--- src/rtl/otp_pkg.sv ---
// Shared constants for the fuse controller: register offsets, control
// field positions, the unlock key and the sequencer phase type.
package otp_pkg;
    localparam int REG_AW = 3;

    localparam logic [REG_AW-1:0] OFS_CTRL      = 3'd0;
    localparam logic [REG_AW-1:0] OFS_CTRL_CLR  = 3'd1;
    localparam logic [REG_AW-1:0] OFS_TIMING    = 3'd2;
    localparam logic [REG_AW-1:0] OFS_RD_CTRL   = 3'd3;
    localparam logic [REG_AW-1:0] OFS_RD_DATA   = 3'd4;
    localparam logic [REG_AW-1:0] OFS_PROG_DATA = 3'd5;

    localparam int CTRL_AW      = 7;
    localparam int BUSY_BIT     = 8;
    localparam int ERR_BIT      = 9;
    localparam int KEY_W        = 16;
    localparam logic [KEY_W-1:0] UNLOCK_KEY = 16'h3E77;

    localparam int RELAX_W  = 4;
    localparam int RSTR_W   = 6;
    localparam int PSTR_W   = 12;

    typedef enum logic [1:0] {
        PH_IDLE,
        PH_RELAX_A,
        PH_STROBE,
        PH_RELAX_B
    } phase_t;
endpackage

--- src/rtl/otp_seq.sv ---
// Operation sequencer: relax, strobe, relax.
// Assumes start is only raised while idle and that strobe/relax stay
// stable while busy. The total busy length is max(strobe+1, 2*(relax+1))
// cycles, because the strobe count includes both relax intervals.
// act pulses for one cycle on entry to the second relax interval.
module otp_seq
    import otp_pkg::*;
#(
    parameter int STR_W = PSTR_W,
    parameter int RLX_W = RELAX_W
) (
    input  logic             clk,
    input  logic             rst_n,
    input  logic             start,
    input  logic [RLX_W-1:0] relax,
    input  logic [STR_W-1:0] strobe,
    output logic             busy,
    output logic             act
);
    localparam int CNT_W = STR_W + 1;

    phase_t           phase_q;
    logic [CNT_W-1:0] cnt_q;
    logic [CNT_W-1:0] strobe_len;
    logic [CNT_W-1:0] relax_pair;
    logic [CNT_W-1:0] mid_len;
    logic [CNT_W-1:0] relax_ld;

    // Length of the middle interval once both relax intervals are removed.
    always_comb begin
        strobe_len = CNT_W'(strobe) + CNT_W'(1);
        relax_pair = (CNT_W'(relax) + CNT_W'(1)) << 1;
        mid_len    = (strobe_len > relax_pair) ? strobe_len - relax_pair : '0;
        relax_ld   = CNT_W'(relax);
    end

    // Phase and down-counter state machine.
    always_ff @(posedge clk) begin
        if (!rst_n) begin
            phase_q <= PH_IDLE;
            cnt_q   <= '0;
            act     <= 1'b0;
        end else begin
            act <= 1'b0;
            case (phase_q)
                PH_IDLE: begin
                    if (start) begin
                        phase_q <= PH_RELAX_A;
                        cnt_q   <= relax_ld;
                    end
                end
                PH_RELAX_A: begin
                    if (cnt_q != '0) begin
                        cnt_q <= cnt_q - CNT_W'(1);
                    end else if (mid_len == '0) begin
                        phase_q <= PH_RELAX_B;
                        cnt_q   <= relax_ld;
                        act     <= 1'b1;
                    end else begin
                        phase_q <= PH_STROBE;
                        cnt_q   <= mid_len - CNT_W'(1);
                    end
                end
                PH_STROBE: begin
                    if (cnt_q != '0) begin
                        cnt_q <= cnt_q - CNT_W'(1);
                    end else begin
                        phase_q <= PH_RELAX_B;
                        cnt_q   <= relax_ld;
                        act     <= 1'b1;
                    end
                end
                default: begin
                    if (cnt_q != '0) cnt_q <= cnt_q - CNT_W'(1);
                    else             phase_q <= PH_IDLE;
                end
            endcase
        end
    end

    // Busy covers every phase except idle.
    assign busy = (phase_q != PH_IDLE);
endmodule

--- src/rtl/otp_array.sv ---
// Fuse storage modelled as flip-flops, all zero after reset.
// On act, a burn ORs wdata into the word at idx, and a sense copies
// that word into rdata. Assumes idx is in range whenever act is high.
module otp_array #(
    parameter int WORDS  = 64,
    parameter int DATA_W = 32,
    localparam int IDX_W = $clog2(WORDS)
) (
    input  logic              clk,
    input  logic              rst_n,
    input  logic              act,
    input  logic              burn,
    input  logic [IDX_W-1:0]  idx,
    input  logic [DATA_W-1:0] wdata,
    output logic [DATA_W-1:0] rdata
);
    logic [DATA_W-1:0] mem_q [WORDS];

    for (genvar i = 0; i < WORDS; i++) begin : g_word
        // One fuse word: bits can only be set by a burn of this index.
        always_ff @(posedge clk) begin
            if (!rst_n)
                mem_q[i] <= '0;
            else if (act && burn && idx == IDX_W'(i))
                mem_q[i] <= mem_q[i] | wdata;
        end
    end

    // Sense capture into the read-back register.
    always_ff @(posedge clk) begin
        if (!rst_n)
            rdata <= '0;
        else if (act && !burn)
            rdata <= mem_q[idx];
    end
endmodule

--- src/rtl/otp_fuse_ctrl.sv ---
// Register front end of the fuse controller. It decodes single-cycle
// register writes, checks the key, busy state and address range before
// starting a sense or burn, and keeps the sticky error flag. Reads are
// combinational on reg_addr. Assumes WORDS <= 128 so addresses fit in the
// 7-bit control field.
module otp_fuse_ctrl
    import otp_pkg::*;
#(
    parameter int WORDS  = 64,
    parameter int DATA_W = 32
) (
    input  logic              clk,
    input  logic              rst_n,
    input  logic              reg_wen,
    input  logic [REG_AW-1:0] reg_addr,
    input  logic [DATA_W-1:0] reg_wdata,
    output logic [DATA_W-1:0] reg_rdata
);
    localparam int IDX_W = $clog2(WORDS);

    logic [KEY_W-1:0]   unlock_q;
    logic [CTRL_AW-1:0] waddr_q;
    logic               err_q;
    logic [RELAX_W-1:0] relax_q;
    logic [RSTR_W-1:0]  rstr_q;
    logic [PSTR_W-1:0]  pstr_q;
    logic               op_burn_q;
    logic [DATA_W-1:0]  pdata_q;

    logic wr_ctrl, wr_clr, wr_timing, sense_req, prog_req;
    logic addr_ok, sense_go, prog_go, err_set;
    logic busy, act;
    logic [PSTR_W-1:0]  strobe_sel;
    logic [DATA_W-1:0]  sense_data;

    // Write decode and admission checks for new operations.
    always_comb begin
        wr_ctrl   = reg_wen && reg_addr == OFS_CTRL;
        wr_clr    = reg_wen && reg_addr == OFS_CTRL_CLR;
        wr_timing = reg_wen && reg_addr == OFS_TIMING;
        sense_req = reg_wen && reg_addr == OFS_RD_CTRL && reg_wdata[0];
        prog_req  = reg_wen && reg_addr == OFS_PROG_DATA;
        addr_ok   = int'(waddr_q) < WORDS;
        sense_go  = sense_req && !busy && addr_ok;
        prog_go   = prog_req && !busy && addr_ok && unlock_q == UNLOCK_KEY;
        err_set   = (sense_req || prog_req) && !(sense_go || prog_go);
    end

    // Control register: address and unlock key, key spent by a burn.
    always_ff @(posedge clk) begin
        if (!rst_n) begin
            unlock_q <= '0;
            waddr_q  <= '0;
        end else if (act && op_burn_q) begin
            unlock_q <= '0;
        end else if (wr_ctrl && !busy) begin
            unlock_q <= reg_wdata[31:16];
            waddr_q  <= reg_wdata[CTRL_AW-1:0];
        end
    end

    // Sticky error flag, cleared only through the clear alias.
    always_ff @(posedge clk) begin
        if (!rst_n)
            err_q <= 1'b0;
        else if (err_set)
            err_q <= 1'b1;
        else if (wr_clr && reg_wdata[ERR_BIT])
            err_q <= 1'b0;
    end

    // Timing register, frozen while an operation runs.
    always_ff @(posedge clk) begin
        if (!rst_n) begin
            relax_q <= '0;
            rstr_q  <= '0;
            pstr_q  <= '0;
        end else if (wr_timing && !busy) begin
            pstr_q  <= reg_wdata[11:0];
            relax_q <= reg_wdata[15:12];
            rstr_q  <= reg_wdata[21:16];
        end
    end

    // Operation kind and burn data latched at start.
    always_ff @(posedge clk) begin
        if (!rst_n) begin
            op_burn_q <= 1'b0;
            pdata_q   <= '0;
        end else if (prog_go) begin
            op_burn_q <= 1'b1;
            pdata_q   <= reg_wdata;
        end else if (sense_go) begin
            op_burn_q <= 1'b0;
        end
    end

    // Strobe length of the running operation.
    assign strobe_sel = op_burn_q ? pstr_q : PSTR_W'(rstr_q);

    otp_seq #(
        .STR_W (PSTR_W),
        .RLX_W (RELAX_W)
    ) u_seq (
        .clk    (clk),
        .rst_n  (rst_n),
        .start  (sense_go || prog_go),
        .relax  (relax_q),
        .strobe (strobe_sel),
        .busy   (busy),
        .act    (act)
    );

    otp_array #(
        .WORDS  (WORDS),
        .DATA_W (DATA_W)
    ) u_array (
        .clk   (clk),
        .rst_n (rst_n),
        .act   (act),
        .burn  (op_burn_q),
        .idx   (waddr_q[IDX_W-1:0]),
        .wdata (pdata_q),
        .rdata (sense_data)
    );

    // Register read multiplexer.
    always_comb begin
        case (reg_addr)
            OFS_CTRL:    reg_rdata = {unlock_q, 6'b0, err_q, busy, 1'b0, waddr_q};
            OFS_TIMING:  reg_rdata = {10'b0, rstr_q, relax_q, pstr_q};
            OFS_RD_DATA: reg_rdata = sense_data;
            default:     reg_rdata = '0;
        endcase
    end
endmodule

--- config.mk ---
export PLATFORM = sky130hd
export DESIGN_NAME = otp_fuse_ctrl
export DESIGN_NICKNAME = d
export VERILOG_FILES = /design/src/rtl/otp_pkg.sv /design/src/rtl/otp_seq.sv /design/src/rtl/otp_array.sv /design/src/rtl/otp_fuse_ctrl.sv
export SDC_FILE = /design/constraint.sdc
export NUM_CORES = 2
export LEC_CHECK = 0
export CAP_MARGIN = 20
export CELL_PAD_IN_SITES_DETAIL_PLACEMENT = 2
export CELL_PAD_IN_SITES_GLOBAL_PLACEMENT = 2
export CORE_UTILIZATION = 32
export CTS_CLUSTER_DIAMETER = 40
export DETAILED_ROUTE_END_ITERATION = 8
export MAX_ROUTING_LAYER = met4
export PLACE_DENSITY = 0.6
export REMOVE_ABC_BUFFERS = 1
export SYNTH_ARGS = -nofsm -noshare
export SYNTH_HDL_FRONTEND = slang
export SYNTH_SLANG_ARGS = --single-unit
--- constraint.sdc ---
create_clock -name clk -period 10.3 [get_ports clk]
set_input_delay 1.03 -clock clk [delete_from_list [all_inputs] [get_ports clk]]
set_output_delay 1.03 -clock clk [all_outputs]
set_load 0.005 [all_outputs]
==> results.tsv <==
stage	metric	value	unit
synth	area of the mapped netlist	0.102	mm^2
cells_and_area	Finished Layout Cells	13078	
synth	ys async rst share	0	%
synth	adder-cell share of the synthesized area	0.179	%
worst_setup_path	Crit Reg-Reg Startpoint	op_burn_q	
synth	XOR/XNOR Fraction of Synth Area	0.229	%
worst_setup_path	capturing point of the worst reg2reg path	u_seq.cnt_q[7]	
worst_setup_path	critical path's top delay family	compound AO/OA/AOI/OAI gates	
die	Die Y	567	um
synth	yosys warns	0	
synth	largest area contributor in the netlist	edfxtp_1	
grt	grt ovf	0	
synth	Avg Inst Size Synth	12.0	um^2
synth	Post-synth EDFFs	2048	
grt	antenna violations before repair	15	
pwr	total power	0.0266	W
worst_setup_path	CP startpoint kind	flip-flop	
clock_tree	CTS-repair resized insts	0	
timing	setup violators final	0	
timing	Slew @ Worst Pin	1.27	ns
pwr	power density over the cells	216	mW/mm^2
clock_tree	clock sinks	2175	
cells_and_area	area delta synth->final	20.4	%
timing	RSZ-0062 raised after global routing	no	
pwr	Peak VDD IR	0.134	mV
cells_and_area	Seq. cell area	0.0642	mm^2
timing	clock period minus worst slack	5.69	ns
timing	Max-slew headroom	15.1	%
worst_setup_path	slowest CP cell	dfxtp_1	
cells_and_area	post-layout instance area	0.123	mm^2
route	1st-pass router iterations	5	
clock_tree	CTS tree	yes	
worst_setup_path	Max FO, Critical Path	28	
pwr	Combinational Power Share	6.4	%
worst_setup_path	most used cell along the critical path	ha_1	
synth	Mapped Cells	8503	
synth	register area share after synthesis	62.7	%
place	routability cong.	0.816	
grt	largest net degree at the start of global routing	115	
grt	GRT Util Overall	25.9	%
cells_and_area	Final #Nets	8573	
pwr	clock share of power	54.6	%
clock_tree	Clock transition at path regs	0.06	ns
timing	Period Utilization, post-route	55.2	%
worst_setup_path	max incr delay on CP	0.98	ns
synth	Seq cells post-synth	2175	
synth	Primary FF master, synth	edfxtp_1	
worst_setup_path	Crit. End Element	flip-flop	
worst_setup_path	Required @ worst endpoint	11.12	ns
route	Final ANT Viol Nets	0	
clock_tree	clock buffer depth	4	
worst_setup_path	critical setup path kind	reg -> reg	
die	Die Area	0.321	mm^2
die	core area	0.318	mm^2
synth	Post-Synth Simple-Gate Area	17.3	%
worst_setup_path	FF-to-FF path depth	17	
route	DR vias/cell	5.50	
route	via count	71944	
die	starting density of the core	32.1	%
synth	Synth top area share	60.2	%
timing	Max Clk Rate	0.176	GHz
timing	Slew Viols, Final	0	
min_path	Hold Path Class	in -> reg	
worst_setup_path	Worst Path Buf+Inv	2	
clock_tree	clock root buffer	clkbuf_16	
cells_and_area	share of layout cells above drive strength 1	19.7	%
worst_setup_path	CP Capture Point	u_seq.cnt_q[7]	
die	die width	567	um
grt	first-pass GRT wire length	582000	um
synth	Synth top cells by count	4214 x nor2_1, 2048 x edfxtp_1, 672 x mux4_2	
run	Max-cap violations	0	
die	num ports	70	
outcome	status	finished clean	
timing	final hold violation count	0	
pwr	Power Internal	0.0201	W
pwr	net switching share of the total power	24.6	%
synth	number of unique standard cell types used by synthesis	74	
worst_setup_path	stages on the worst setup path	17	
cells_and_area	combined area of the multi-input logic cells	0.0364	mm^2
route	number of remaining DRC errors	0	
clock_tree	worst skew pair latency	0.97	ns
worst_setup_path	flop2flop setup slack	4.61	ns
synth	top post-synthesis cells by area	edfxtp_1 60%, nor2_1 15%, mux4_2 15%	
synth	Compound-Gate Fraction of Synth Area	1.66	%
synth	top-count cell post-synth	nor2_1	
clock_tree	TritonCTS Buffers	416	
clock_tree	H-tree Lvls	5	
place	dpl cells	12282	
pwr	sw power	0.00655	W
synth	largest family of logic cells by synthesized area	simple AND/OR/NAND/NOR gates	
grt	vias in the first global route	76995	
route	Detailed Route WL	411000	um
place	Detailed Place HPWL	226000	um
clock_tree	setup bufs post-CTS	0	
route	drt wl/cell	31.4	um
place	port bufs	69	
cells_and_area	filler cell count	31942	
worst_setup_path	WP data arrival	6.50	ns
route	initial drt markers	6516	
worst_setup_path	crit-path cells	mux2_2, ha_1, inv_1, ha_1, inv_1, fa_1, a21o_1, nand2_1, nand2_1, a221oi_1, nand3_1, nand2b_1, ha_1, o2111ai_4, o2111ai_4, a31oi_1, o221a_2	
die	Cell Rows	207	
clock_tree	# hold bufs at CTS	0	
worst_setup_path	Crit. Startpoint	op_burn_q	
timing	Max Clock Skew	0.0608	ns
timing	Sum Neg Setup Slack	0	ns
cells_and_area	final core occ	38.7	%
pwr	share of total power in sequential cells	39.0	%
place	DP Area	0.108	mm^2
pwr	LEAKAGE	42.1	nW
synth	post-synthesis mux area share	15.5	%
==> registers in the layout, indices dropped and copies added (netlist names), 2 cells and up <==
register	count
u_array.rdata	32
waddr_q	7
u_array.mem_q	2048
unlock_q	16
u_seq.cnt_q	13
pstr_q	12
u_seq.phase_q	2
pdata_q	32
rstr_q	6
relax_q	4
==> worst min path at each step <==
| stage | startpoint | end | slack (ns) | depth (start not counted) |
|---|---|---|---|---|
| 5_1_grt | rst_n | u_seq.cnt_q[10] | 0.42 | 2 |
| 2_1_floorplan | err_q | err_q | 0.44 | 2 |
| 3_5_place_dp | u_array.rdata[26] | u_array.rdata[26] | 0.45 | 2 |
| 4_1_cts | rst_n | u_seq.cnt_q[6] | 0.36 | 2 |
| 3_3_place_gp | u_array.rdata[22] | u_array.rdata[22] | 0.44 | 2 |
| 6_report | rst_n | u_seq.cnt_q[6] | 0.43 | 2 |
==> cell families (layout without fill, tap and decap cells) <==
kind of cell / after synthesis / in the layout
AOI/OAI and AO/OA: 278 / 278
xor gates and xnor gates: 25 / 25
adders and majority gates: 14 / 14
buffers and inverters: 667 / 1050
DFF: 2175 / 2175
muxes: 738 / 738
other: 0 / 12
and+or+nand+nor: 4606 / 4606
==> layout make-up <==
| class | instances | share of cell area (%) |
|---|---|---|
| Antenna cell | 12 | 0.0244 |
| Clock buffer | 456 | 8.64 |
| Clock inverter | 327 | 3.43 |
| Inverter | 15 | 0.0478 |
| Multi-Input combinational cell | 5661 | 29.6 |
| Sequential cell | 2175 | 52.2 |
| Tap cell | 4180 | 4.25 |
| Timing Repair Buffer | 252 | 1.80 |
==> per-stage QoR <==
stage | worst slack [ns] | hold WS, ns
detailed placement | 4.64 | 0.454
global route | 4.25 | 0.420
floorplan | -15.25 | 0.436
finish | 4.61 | 0.432
global placement | 4.79 | 0.444
CTS | 4.62 | 0.359
==> cells in the final DEF, fill, tap and decap left out, drive strengths merged, types with 62 or more instances in the layout <==
| cell type | instances |
|---|---|
| nand2 | 266 |
| buf | 184 |
| clkbuf | 457 |
| mux2i | 62 |
| clkdlybuf4s50 | 67 |
| mux4 | 672 |
| nor2 | 4215 |
| clkinvlp | 65 |
| dfxtp | 127 |
| bufinv | 73 |
| edfxtp | 2048 |
| a21oi | 116 |
| clkinv | 146 |
| o21ai | 87 |
==> per-layer routing <==
layer,track usage [%],part of all wire [%],vias to the layer above,wire [um]
met2,42.6,49,2229,200000
met4,8.21,3.3,0,13600
li1,-,-,30064,-
met5,-,0,-,0
met3,3.51,5.8,595,24000
met1,33.2,42,39056,173000
==> power by group through the flow <==
stage	Sequential, W	Combinational (W)	Clock, W
after floorplan	0.0105	0.00113	0
after global placement	0.0105	0.00167	0
after detailed placement	0.0105	0.00169	0
after CTS	0.0104	0.00170	0.0148
after global routing	0.0104	0.00179	0.0151
final	0.0104	0.00169	0.0145
Power figures use the tool's default switching activity.
